$ cat src/rtl/dma_pkg.sv
// Shared types for the block-copy DMA engine.
// Assumes a 10-bit control word whose field positions are visible to software.
package dma_pkg;

    // Swap mode: bit 0 exchanges bytes within halves, bit 1 exchanges halves.
    typedef enum logic [1:0] {
        SWP_NONE       = 2'd0,
        SWP_HALF_BYTES = 2'd1,
        SWP_HALVES     = 2'd2,
        SWP_FULL       = 2'd3
    } swap_mode_e;

    // Control word, packed MSB first: dst_dev[9:7] src_dev[6:4] swap[3:2] dst_hold[1] src_hold[0]
    typedef struct packed {
        logic [2:0] dst_dev;
        logic [2:0] src_dev;
        swap_mode_e swap;
        logic       dst_hold;
        logic       src_hold;
    } xfer_ctl_t;

    localparam int          CTL_W       = $bits(xfer_ctl_t);
    localparam logic [2:0]  DEV_INVALID = 3'd7;

endpackage

$ cat src/rtl/dma_cfg_regs.sv
// Configuration register file for the copy engine.
// Holds source offset, destination offset, byte count and control word.
// Assumes AW, SW and CTL_W are no wider than DW.
module dma_cfg_regs
    import dma_pkg::*;
#(
    parameter int DW = 32,
    parameter int AW = 32,
    parameter int SW = 32
) (
    input  logic          clk,
    input  logic          rst_n,
    input  logic          wr_en,
    input  logic [1:0]    wr_sel,
    input  logic [DW-1:0] wr_data,
    output logic [AW-1:0] src_off,
    output logic [AW-1:0] dst_off,
    output logic [SW-1:0] byte_cnt,
    output xfer_ctl_t     ctl
);

    localparam logic [1:0] SEL_SRC  = 2'd0;
    localparam logic [1:0] SEL_DST  = 2'd1;
    localparam logic [1:0] SEL_SIZE = 2'd2;
    localparam logic [1:0] SEL_CTL  = 2'd3;

    // Capture a software write into the selected register.
    always_ff @(posedge clk) begin
        if (!rst_n) begin
            src_off  <= '0;
            dst_off  <= '0;
            byte_cnt <= '0;
            ctl      <= '0;
        end else if (wr_en) begin
            case (wr_sel)
                SEL_SRC:  src_off  <= wr_data[AW-1:0];
                SEL_DST:  dst_off  <= wr_data[AW-1:0];
                SEL_SIZE: byte_cnt <= wr_data[SW-1:0];
                SEL_CTL:  ctl      <= xfer_ctl_t'(wr_data[CTL_W-1:0]);
                default:  ;
            endcase
        end
    end

endmodule

$ cat src/rtl/dma_addr_gen.sv
// Address counter for one side of the copy.
// Loads the programmed offset at start, then steps by STEP per accepted
// access unless the hold flag is set.
module dma_addr_gen #(
    parameter int AW   = 32,
    parameter int STEP = 4
) (
    input  logic          clk,
    input  logic          rst_n,
    input  logic          load,
    input  logic [AW-1:0] load_val,
    input  logic          step,
    input  logic          hold,
    output logic [AW-1:0] addr
);

    localparam logic [AW-1:0] STEP_V = AW'(STEP);

    // Load on start, advance on each accepted access when not held.
    always_ff @(posedge clk) begin
        if (!rst_n)
            addr <= '0;
        else if (load)
            addr <= load_val;
        else if (step && !hold)
            addr <= addr + STEP_V;
    end

    // a held address does not move on an accepted access.
    assert_hold_fixed_R4: assert property (@(posedge clk) disable iff (!rst_n)
        (step && hold && !load) |=> (addr == $past(addr)));

    // a free-running address moves by exactly one stride.
    assert_step_stride_R4: assert property (@(posedge clk) disable iff (!rst_n)
        (step && !hold && !load) |=> (addr == $past(addr) + STEP_V));

endmodule

$ cat src/rtl/dma_swap.sv
// Byte-lane reorder unit (combinational).
// Output lane b takes input lane (b XOR mode), so mode bit 0 swaps bytes
// within each 16-bit half and mode bit 1 swaps the halves.
// Assumes DW is a multiple of 32.
module dma_swap
    import dma_pkg::*;
#(
    parameter int DW = 32
) (
    input  swap_mode_e    mode,
    input  logic [DW-1:0] din,
    output logic [DW-1:0] dout
);

    localparam int LANES = DW / 8;
    localparam int LIDX  = $clog2(LANES);

    for (genvar b = 0; b < LANES; b++) begin : g_lane
        logic [LIDX-1:0] src_lane;
        // Pick the source lane for this output byte.
        always_comb begin
            src_lane = LIDX'(b) ^ LIDX'(mode);
            dout[8*b +: 8] = din[{src_lane, 3'b000} +: 8];
        end
    end

endmodule

$ cat src/rtl/dma_engine.sv
// Sequencer for the copy: validates a start, captures the setup, then
// alternates one read and one write on the shared port per word.
// Assumes mem_rdata is valid in the cycle mem_ready is high on a read.
module dma_engine
    import dma_pkg::*;
#(
    parameter int DW = 32,
    parameter int SW = 32
) (
    input  logic          clk,
    input  logic          rst_n,
    input  logic          start,
    input  logic [1:0]    src_lo,
    input  logic [1:0]    dst_lo,
    input  logic [SW-1:0] byte_cnt,
    input  xfer_ctl_t     ctl,
    input  logic          mem_ready,
    input  logic [DW-1:0] swapped_rdata,
    output swap_mode_e    swap_sel,
    output logic          addr_load,
    output logic          src_step,
    output logic          dst_step,
    output logic          src_hold,
    output logic          dst_hold,
    output logic          mem_req,
    output logic          mem_we,
    output logic [2:0]    mem_dev,
    output logic [DW-1:0] wdata,
    output logic          busy,
    output logic          done,
    output logic          err
);

    localparam int           LW      = SW - 2;
    localparam logic [LW-1:0] ONE_W  = LW'(1);

    typedef enum logic [1:0] {ST_IDLE, ST_READ, ST_WRITE} state_e;

    state_e          state_q;
    xfer_ctl_t       ctl_q;
    logic [LW-1:0]   left_q;
    logic [DW-1:0]   data_q;
    logic            done_q;
    logic            err_q;
    logic            bad_setup;
    logic            last_accept;

    // Decide whether the programmed setup can be run.
    always_comb begin
        bad_setup = (src_lo != 2'b00) || (dst_lo != 2'b00) ||
                    (byte_cnt == '0) || (byte_cnt[1:0] != 2'b00) ||
                    (ctl.src_dev == DEV_INVALID) || (ctl.dst_dev == DEV_INVALID);
    end

    // Sequence the transfer and keep the result flags.
    always_ff @(posedge clk) begin
        if (!rst_n) begin
            state_q <= ST_IDLE;
            ctl_q   <= '0;
            left_q  <= '0;
            data_q  <= '0;
            done_q  <= 1'b0;
            err_q   <= 1'b0;
        end else begin
            done_q <= 1'b0;
            case (state_q)
                ST_IDLE: begin
                    if (start) begin
                        err_q <= bad_setup;
                        if (!bad_setup) begin
                            state_q <= ST_READ;
                            ctl_q   <= ctl;
                            left_q  <= byte_cnt[SW-1:2];
                        end
                    end
                end
                ST_READ: begin
                    if (mem_ready) begin
                        data_q  <= swapped_rdata;
                        state_q <= ST_WRITE;
                    end
                end
                ST_WRITE: begin
                    if (mem_ready) begin
                        left_q <= left_q - ONE_W;
                        if (left_q == ONE_W) begin
                            state_q <= ST_IDLE;
                            done_q  <= 1'b1;
                        end else begin
                            state_q <= ST_READ;
                        end
                    end
                end
                default: state_q <= ST_IDLE;
            endcase
        end
    end

    // Drive the memory port, address steps and status outputs.
    always_comb begin
        mem_req     = (state_q != ST_IDLE);
        mem_we      = (state_q == ST_WRITE);
        mem_dev     = mem_we ? ctl_q.dst_dev : ctl_q.src_dev;
        wdata       = data_q;
        swap_sel    = ctl_q.swap;
        src_hold    = ctl_q.src_hold;
        dst_hold    = ctl_q.dst_hold;
        addr_load   = (state_q == ST_IDLE) && start && !bad_setup;
        src_step    = (state_q == ST_READ) && mem_ready;
        dst_step    = (state_q == ST_WRITE) && mem_ready;
        last_accept = dst_step && (left_q == ONE_W);
        busy        = (state_q != ST_IDLE);
        done        = done_q;
        err         = err_q;
    end

    // a pending request keeps its direction and device.
    assert_req_held_R2: assert property (@(posedge clk) disable iff (!rst_n)
        (mem_req && !mem_ready) |=> (mem_req && $stable(mem_we) && $stable(mem_dev)));

    // a refused start leaves the engine idle with the error raised.
    assert_refused_start_R6: assert property (@(posedge clk) disable iff (!rst_n)
        (start && !busy && bad_setup) |=> (!busy && err));

    // done is a single pulse that follows the fall of busy.
    assert_done_pulse_R7: assert property (@(posedge clk) disable iff (!rst_n)
        done |-> (!busy && $past(busy)));
    assert_done_single_R7: assert property (@(posedge clk) disable iff (!rst_n)
        done |=> !done);

    // a start while busy neither ends the transfer nor touches err.
    assert_busy_start_ignored_R8: assert property (@(posedge clk) disable iff (!rst_n)
        (start && busy && !last_accept) |=> busy);
    assert_busy_start_err_R8: assert property (@(posedge clk) disable iff (!rst_n)
        (start && busy) |=> $stable(err));

endmodule

$ cat src/rtl/blk_copy_dma.sv
// Top of the block-copy DMA engine: configuration registers, two address
// counters, the lane reorder unit and the sequencer around one memory port.
// Assumes the memory side accepts one access per mem_ready pulse.
module blk_copy_dma
    import dma_pkg::*;
#(
    parameter int DW = 32,
    parameter int AW = 32,
    parameter int SW = 32
) (
    input  logic          clk,
    input  logic          rst_n,
    input  logic          cfg_we,
    input  logic [1:0]    cfg_sel,
    input  logic [DW-1:0] cfg_wdata,
    input  logic          start,
    output logic          busy,
    output logic          done,
    output logic          err,
    output logic          mem_req,
    output logic          mem_we,
    output logic [2:0]    mem_dev,
    output logic [AW-1:0] mem_addr,
    output logic [DW-1:0] mem_wdata,
    input  logic [DW-1:0] mem_rdata,
    input  logic          mem_ready
);

    localparam int STEP = DW / 8;

    logic [AW-1:0] src_off, dst_off, src_addr, dst_addr;
    logic [SW-1:0] byte_cnt;
    xfer_ctl_t     ctl;
    swap_mode_e    swap_sel;
    logic [DW-1:0] swapped;
    logic          addr_load, src_step, dst_step, src_hold, dst_hold;

    dma_cfg_regs #(.DW(DW), .AW(AW), .SW(SW)) u_regs (
        .clk      (clk),
        .rst_n    (rst_n),
        .wr_en    (cfg_we),
        .wr_sel   (cfg_sel),
        .wr_data  (cfg_wdata),
        .src_off  (src_off),
        .dst_off  (dst_off),
        .byte_cnt (byte_cnt),
        .ctl      (ctl)
    );

    dma_addr_gen #(.AW(AW), .STEP(STEP)) u_src_addr (
        .clk      (clk),
        .rst_n    (rst_n),
        .load     (addr_load),
        .load_val (src_off),
        .step     (src_step),
        .hold     (src_hold),
        .addr     (src_addr)
    );

    dma_addr_gen #(.AW(AW), .STEP(STEP)) u_dst_addr (
        .clk      (clk),
        .rst_n    (rst_n),
        .load     (addr_load),
        .load_val (dst_off),
        .step     (dst_step),
        .hold     (dst_hold),
        .addr     (dst_addr)
    );

    dma_swap #(.DW(DW)) u_swap (
        .mode (swap_sel),
        .din  (mem_rdata),
        .dout (swapped)
    );

    dma_engine #(.DW(DW), .SW(SW)) u_engine (
        .clk           (clk),
        .rst_n         (rst_n),
        .start         (start),
        .src_lo        (src_off[1:0]),
        .dst_lo        (dst_off[1:0]),
        .byte_cnt      (byte_cnt),
        .ctl           (ctl),
        .mem_ready     (mem_ready),
        .swapped_rdata (swapped),
        .swap_sel      (swap_sel),
        .addr_load     (addr_load),
        .src_step      (src_step),
        .dst_step      (dst_step),
        .src_hold      (src_hold),
        .dst_hold      (dst_hold),
        .mem_req       (mem_req),
        .mem_we        (mem_we),
        .mem_dev       (mem_dev),
        .wdata         (mem_wdata),
        .busy          (busy),
        .done          (done),
        .err           (err)
    );

    // Present the address of whichever side the current access targets.
    always_comb begin
        mem_addr = mem_we ? dst_addr : src_addr;
    end

    // every address on the port is word aligned.
    assert_addr_aligned_R4: assert property (@(posedge clk) disable iff (!rst_n)
        mem_req |-> (mem_addr[1:0] == 2'b00));

    // a pending request keeps its address.
    assert_addr_held_R2: assert property (@(posedge clk) disable iff (!rst_n)
        (mem_req && !mem_ready) |=> $stable(mem_addr));

    // no request while idle.
    assert_idle_no_req_R10: assert property (@(posedge clk) disable iff (!rst_n)
        !busy |-> !mem_req);

endmodule

$ cat config.mk
export PLATFORM = sky130hd
export DESIGN_NAME = blk_copy_dma
export DESIGN_NICKNAME = d
export VERILOG_FILES = /design/src/rtl/dma_pkg.sv /design/src/rtl/dma_cfg_regs.sv /design/src/rtl/dma_addr_gen.sv /design/src/rtl/dma_swap.sv /design/src/rtl/dma_engine.sv /design/src/rtl/blk_copy_dma.sv
export SDC_FILE = /design/constraint.sdc
export NUM_CORES = 1
export LEC_CHECK = 0
export ABC_AREA = 1
export BUFFER_PORTS_ARGS = -buffer_cell sky130_fd_sc_hd__buf_2
export CORE_MARGIN = 5
export CORE_UTILIZATION = 54
export DETAILED_ROUTE_END_ITERATION = 6
export MAX_ROUTING_LAYER = met4
export PLACE_DENSITY = 0.72
export SLEW_MARGIN = 40
export SYNTH_ARGS = -nofsm -noshare
export SYNTH_HDL_FRONTEND = slang
export SYNTH_SLANG_ARGS = --single-unit
$ cat constraint.sdc
create_clock -name clk -period 1.9 [get_ports clk]
set_clock_uncertainty 0.05 [all_clocks]
set_input_delay 0.57 -clock clk [delete_from_list [all_inputs] [get_ports clk]]
set_output_delay 0.57 -clock clk [all_outputs]
set_load 0.1 [all_outputs]
# == Word-level counts from Yosys, hierarchy flattened ==
# Cells that the tools add are included.
# totals
ff_bits,246
latchBits,0
ram_bits,0
mem_bits_ro,0
in_bits,71
output_inout_bits,72
elab_cells,94
memories,0
# classes
addsub,3
mul,0
div_mod_pow,0
order_cmp,0
n_eq_ne,12
n_shift,4
muxes,17
n_bitwise,4
reduce_logical,34
# ops
cell,n
$mux 32,5
$shiftx 32x6->8,4
$mux 30,3
$add 32x3->32 const B,2
$pmux 30 s2,1
$logic_not 32->1,1
$eq 30x1->1 const B,1
$sub 30x1->30 const B,1
$reduce_bool 2->1,7
$reduce_and 2->1,6
$mux 2,4
$reduce_and 4->1,2
$eq 2x2->1 const B,3
$eq 3x3->1 const B,2
$logic_and 1x1->1,6
$ne 2x2->1 const B,3
$pmux 2 s3,1
$reduce_and 3->1,2
$logic_or 1x1->1,5
$eq 2x1->1 const B,2
$logic_not 2->1,2
$logic_not 1->1,3
$mux 3,1
$not 1->1,3
other kinds (3),4

# == Depth between registers and ports, before layout ==
# depth
depth_word,9
mapped_depth,13
depth_no_buf,12

# == Modules after synthesis ==
# A second synthesis with hierarchy kept.
# hier_totals
cells_unflattened,2415
hier_area_um2,14606.5
# by_module_without_submodules
mod,n_inst,cells_per_inst,area_each_um2,seq_area_each_um2
dma_addr_gen,2,373,2268.4,640.6
dma_cfg_regs,1,681,4510.6,2122.0
dma_engine,1,676,4121.5,1521.5
dma_swap,1,208,945.9,0.0
blk_copy_dma,1,104,491.7,0.0

# == Worst setup path before layout ==
# Ideal clock, no wire load.
# synth_timing
path_type,flip-flop to output port
startpoint,reg u_engine.state_q[0]
endpoint,out mem_addr[28]
arrival_time_ps,3595
required_time_ps,1280
slack_ps,-2315
path_stages_with_launch,5
path_buffers,2
path_cell_list,dfxtp_1 -> nor2_4 -> clkbuf_1 -> buf_1 -> o21ai_0
# synth_via
elab_chain_len,2
# synth_rtl
element,line,text
"start, declared",dma_engine.sv:39,state_e state_q;
"start signal, assigned",dma_engine.sv:58,state_q <= ST_IDLE;
"start signal, assigned",dma_engine.sv:71,state_q <= ST_READ;
"start signal, assigned",dma_engine.sv:80,state_q <= ST_WRITE;
$eq 2x2->1,dma_engine.sv:102,mem_we = (state_q == ST_WRITE);
net mem_we,blk_copy_dma.sv:21,"output logic mem_we,"
$mux 32,blk_copy_dma.sv:103,mem_addr = mem_we ? dst_addr : src_addr;
"end, declared",blk_copy_dma.sv:23,"output logic [AW-1:0] mem_addr,"
# The timed path passes the listed nets, and every way through them passes these cells.

# == Final worst setup path ==
# layout_timing
startpoint,reg u_engine.state_q[1]
endpoint,out mem_addr[8]
# layout_via
elab_chain_len,2
# layout_rtl
element,line
$eq 2x2->1,dma_engine.sv:102
$mux 32,blk_copy_dma.sv:103
# No other way between the ends.

==> summary.txt <==
Status
  – Outcome: finished, violations left
  – Failing checks: setup timing

STA
  – Slew @ Worst Pin: roughly 0.52 ns
  – Final hold violation count: 0
  – Final critical-path share of the clock period: 129%
  – Final hold slack: 0.270 ns
  – TNS Setup: -23.02 ns
  – Max frequency: 0.407 GHz
  – RSZ-0062 raised after global routing: true
  – Max_slew headroom: around 65%
  – Minimum clock period after layout: 2.45 ns
  – Pins Over Slew Limit: 0
  – Final WS setup: -0.554 ns
  – Final setup viols: 99

Pwr
  – Pwr Total: 17.5 mW
  – Leak: 7.99 nW
  – Cell Pwr Density: 960 mW/mm²
  – Max VDD drop: 0.944 mV

Worst setup path
  – Startpoint types: flip-flop
  – Worst-path fanout max: 7
  – Reg2Reg Depth: 13
  – Critical R2R Capture: u_engine.left_q[2]
  – Worst Setup End Kind: output port
  – CP peak stage delay: 0.34 ns
  – CP Cell Sequence: inv_2 > nor2_4 > buf_12 > buf_8 > clkinvlp_4 > nand2_2 > nand2_4 > buf_12
  – R2r startpoint: u_engine.state_q[0]
  – Most common cell on crit path: buf_12
  – Worst path required time: 1.28 ns
  – Crit path max-delay cell type: dfxtp_2
  – Flop2flop setup slack: -0.13 ns
  – CP bufs+invs: 5
  – Family with the most delay on the worst path: buffers and inverters
  – Crit path arrival time: 1.83 ns
  – Crit Path Class: flip-flop to output port

Flow run
  – Max Cap Viol: 0

Yosys
  – Synth Net Count: ~2,200
  – Top cells by count, synth: 502 x nand2_1, 378 x nor2_1, 246 x dfxtp_1
  – Seq/Total Area, Yosys: 37.5%
  – #FFs+latches synth: 246
  – Post-synth EDFFs: 0
  – Synth top area cells: dfxtp_1 37%, nand2_1 14%, nor2_1 11%, o21ai_0 8.5%, nand3_1 5.3%
  – Top_reg_cell synth: dfxtp_1
  – Synth unique cells: 34
  – Post-synth ARST share: 0%
  – Most common cell in the netlist: nand2_1
  – Dominant cell type by area after synthesis: dfxtp_1
  – Cell Area, Synth: 0.0131 mm²
  – Top cell type's share of synthesized area: 37.5%
  – Synth warnings: 0
  – Mapped Avg Cell Area: 6.30 µm²
  – Post-synthesis cell count: 2,086

Clock network
  – # clock sinks: 246
  – Clock Tree Buf Depth: 3
  – CTS H-tree depth: 1
  – Worst-path clk slew: 0.07 ns
  – CTS tree: built
  – Hold buffer count at cts: 0
  – TritonCTS buffer count: 27
  – Root Buffer: clkbuf_16
  – Skew-Pair Late Insertion Delay: between 0.5 and 0.6 ns

Global routing
  – Number of global-route vias before repair: 13,314
  – First-pass GRT wire length: 70,800 µm
  – Grt ovf: 0
  – Initial antenna violation count: 0
  – GRT Total Usage: 32.1%
  – Largest net degree at the start of global routing: 105

Placement
  – DP Wirelength: 32,700 µm
  – Dpl ws: -0.00421 ns
  – RD Place Congestion: 1.01
  – DP Area: 0.0158 mm²
  – Placed instance count: 2,558
  – Port-buffer cells: 142

Route
  – Antenna Violating Nets Remaining: 0
  – Via density per instance: 5.59
  – DRC viols: 0
  – First-pass iteration count of the detailed router: 6
  – Vias post-DR: 14,786
  – DRT iter0 DRCs: 1,612
  – WL final: approximately 47,000 µm
  – DR WL/cell: approximately 18 µm

Final layout
  – Layout overhead on the synthesized area: 38.3%
  – Fin cells: 2,645
  – Register area: 0.00494 mm²
  – Antenna cells: 0
  – Filler Cells Inserted: around 1,900
  – Design area: 0.0182 mm²
  – Area of the multi-input gates: ~0.0081 mm²
  – Post-layout util: 75.2%
  – Number of nets in the layout: 2,376
  – Share of cells above drive strength 1: 25.0%

Die
  – Ports: about 140
  – Chip height: between 150 and 200 µm
  – Initial core utilization: 54.4%
  – Core Region: roughly 0.024 mm²
  – DIE AREA: 0.0276 mm²
  – Site row count: 57
  – DIE WIDTH: between 150 and 200 µm

Worst hold path
  – Worst Hold Class: primary input to flip-flop
  – Hold depth: 3
  – Hold_sp: cfg_wdata[27]
  – WHS Endpoint: u_regs.dst_off[27]
==> routing by layer <==
| layer | global-route usage (%) | up-vias | routed length, µm |
|---|---|---|---|
| li1 | - | 7142 | - |
| met1 | 45.5 | 6871 | 20700 |
| met2 | 49.7 | 693 | 21500 |
| met3 | 3.98 | 80 | 4190 |
| met4 | 6.31 | 0 | 980 |
| met5 | - | - | 0 |
==> registers in the layout, indices dropped and copies added (netlist names) <==
register / cells
u_dst_addr.addr: 32
u_regs.dst_off: 32
u_engine.err: 1
u_engine.swap_sel: 2
u_engine.left_q: 30
u_src_addr.addr: 32
u_regs.byte_cnt: 32
u_engine.state_q: 2
u_engine.wdata: 32
u_regs.ctl: 10
u_regs.src_off: 32
u_engine.src_hold: 1
u_engine.ctl_q: 6
u_engine.done: 1
u_engine.dst_hold: 1
==> cells in the final DEF, fill, tap and decap left out, drive strengths merged <==
cell      synthesis  final
o21ai           230    230
o211ai           39     39
clkinv            1      6
and2              1      1
nand3           140    140
clkinvlp          0      4
a21oi           107    107
nor3             28     28
buf              43    286
bufinv            0      2
nand4            27     27
nor4              1      1
clkbuf           68     50
nor2            393    393
xor2             31     31
nand2           508    508
o21bai            2      2
or2              19     19
nand3b            3      3
dfxtp           246    246
ha                4      4
xnor2             5      5
inv             190    189
==> kinds of logic (layout without fill, tap and decap cells) <==
| family | count (synthesis) | count (layout) | share of synthesized area, % |
|---|---|---|---|
| XOR/XNOR | 36 | 36 | 2.40 |
| buffers and inverters | 302 | 537 | 9.14 |
| AO/OA/AOI/OAI | 378 | 378 | 15.2 |
| adder cells (fa/ha/maj) | 4 | 4 | 0.381 |
| AND/OR/NAND/NOR | 1120 | 1120 | 35.4 |
| flip-flops | 246 | 246 | 37.5 |
==> layout make-up <==
cell class / count / share of cell area, %
Multi-Input combinational cell: 1538 / 44.3
Sequential cell: 246 / 27.2
Timing Repair Buffer: 297 / 17.3
Clock buffer: 39 / 4.18
Inverter: 191 / 4.12
Tap cell: 324 / 2.23
Clock inverter: 10 / 0.619
==> how the worst max path moves through the flow <==
stage	from	endpoint	slack (ns)	cells after the start
3_3_place_gp	u_src_addr.addr[3]	u_src_addr.addr[26]	-0.009	11
4_1_cts	u_engine.state_q[1]	mem_addr[3]	-0.54	8
6_report	u_engine.state_q[1]	mem_addr[8]	-0.55	8
2_1_floorplan	u_engine.state_q[1]	mem_dev[0]	-0.06	5
5_1_grt	u_engine.state_q[1]	mem_dev[1]	-0.63	8
3_5_place_dp	u_regs.byte_cnt[27]	u_engine.left_q[20]	-0.004	13
==> worst reg2reg max path: cells and delay by family, from the launching register on <==
family / cells / cell delay [ns]
flops: 1 / 0.35
buf+inv: 7 / 0.92
simple gates: 6 / 0.60
==> where the power goes <==
group	switching, mW	total (mW)	internal, mW	leakage [nW]
clock	2.22	5.27	3.05	0.424
sequential	0.423	6.01	5.58	2.01
combinational	3.94	6.19	2.24	5.55
total	6.58	17.5	10.9	7.99
==> what timing repair did <==
action | in CTS | in global routing
setup buffers | 14 | 14
cloned | 4 | 11
pin swaps | 10 | 48
endpoints found under the setup margin | 105 | 136
gates resized for setup | 77 | 205
Power figures use the tool's default switching activity.
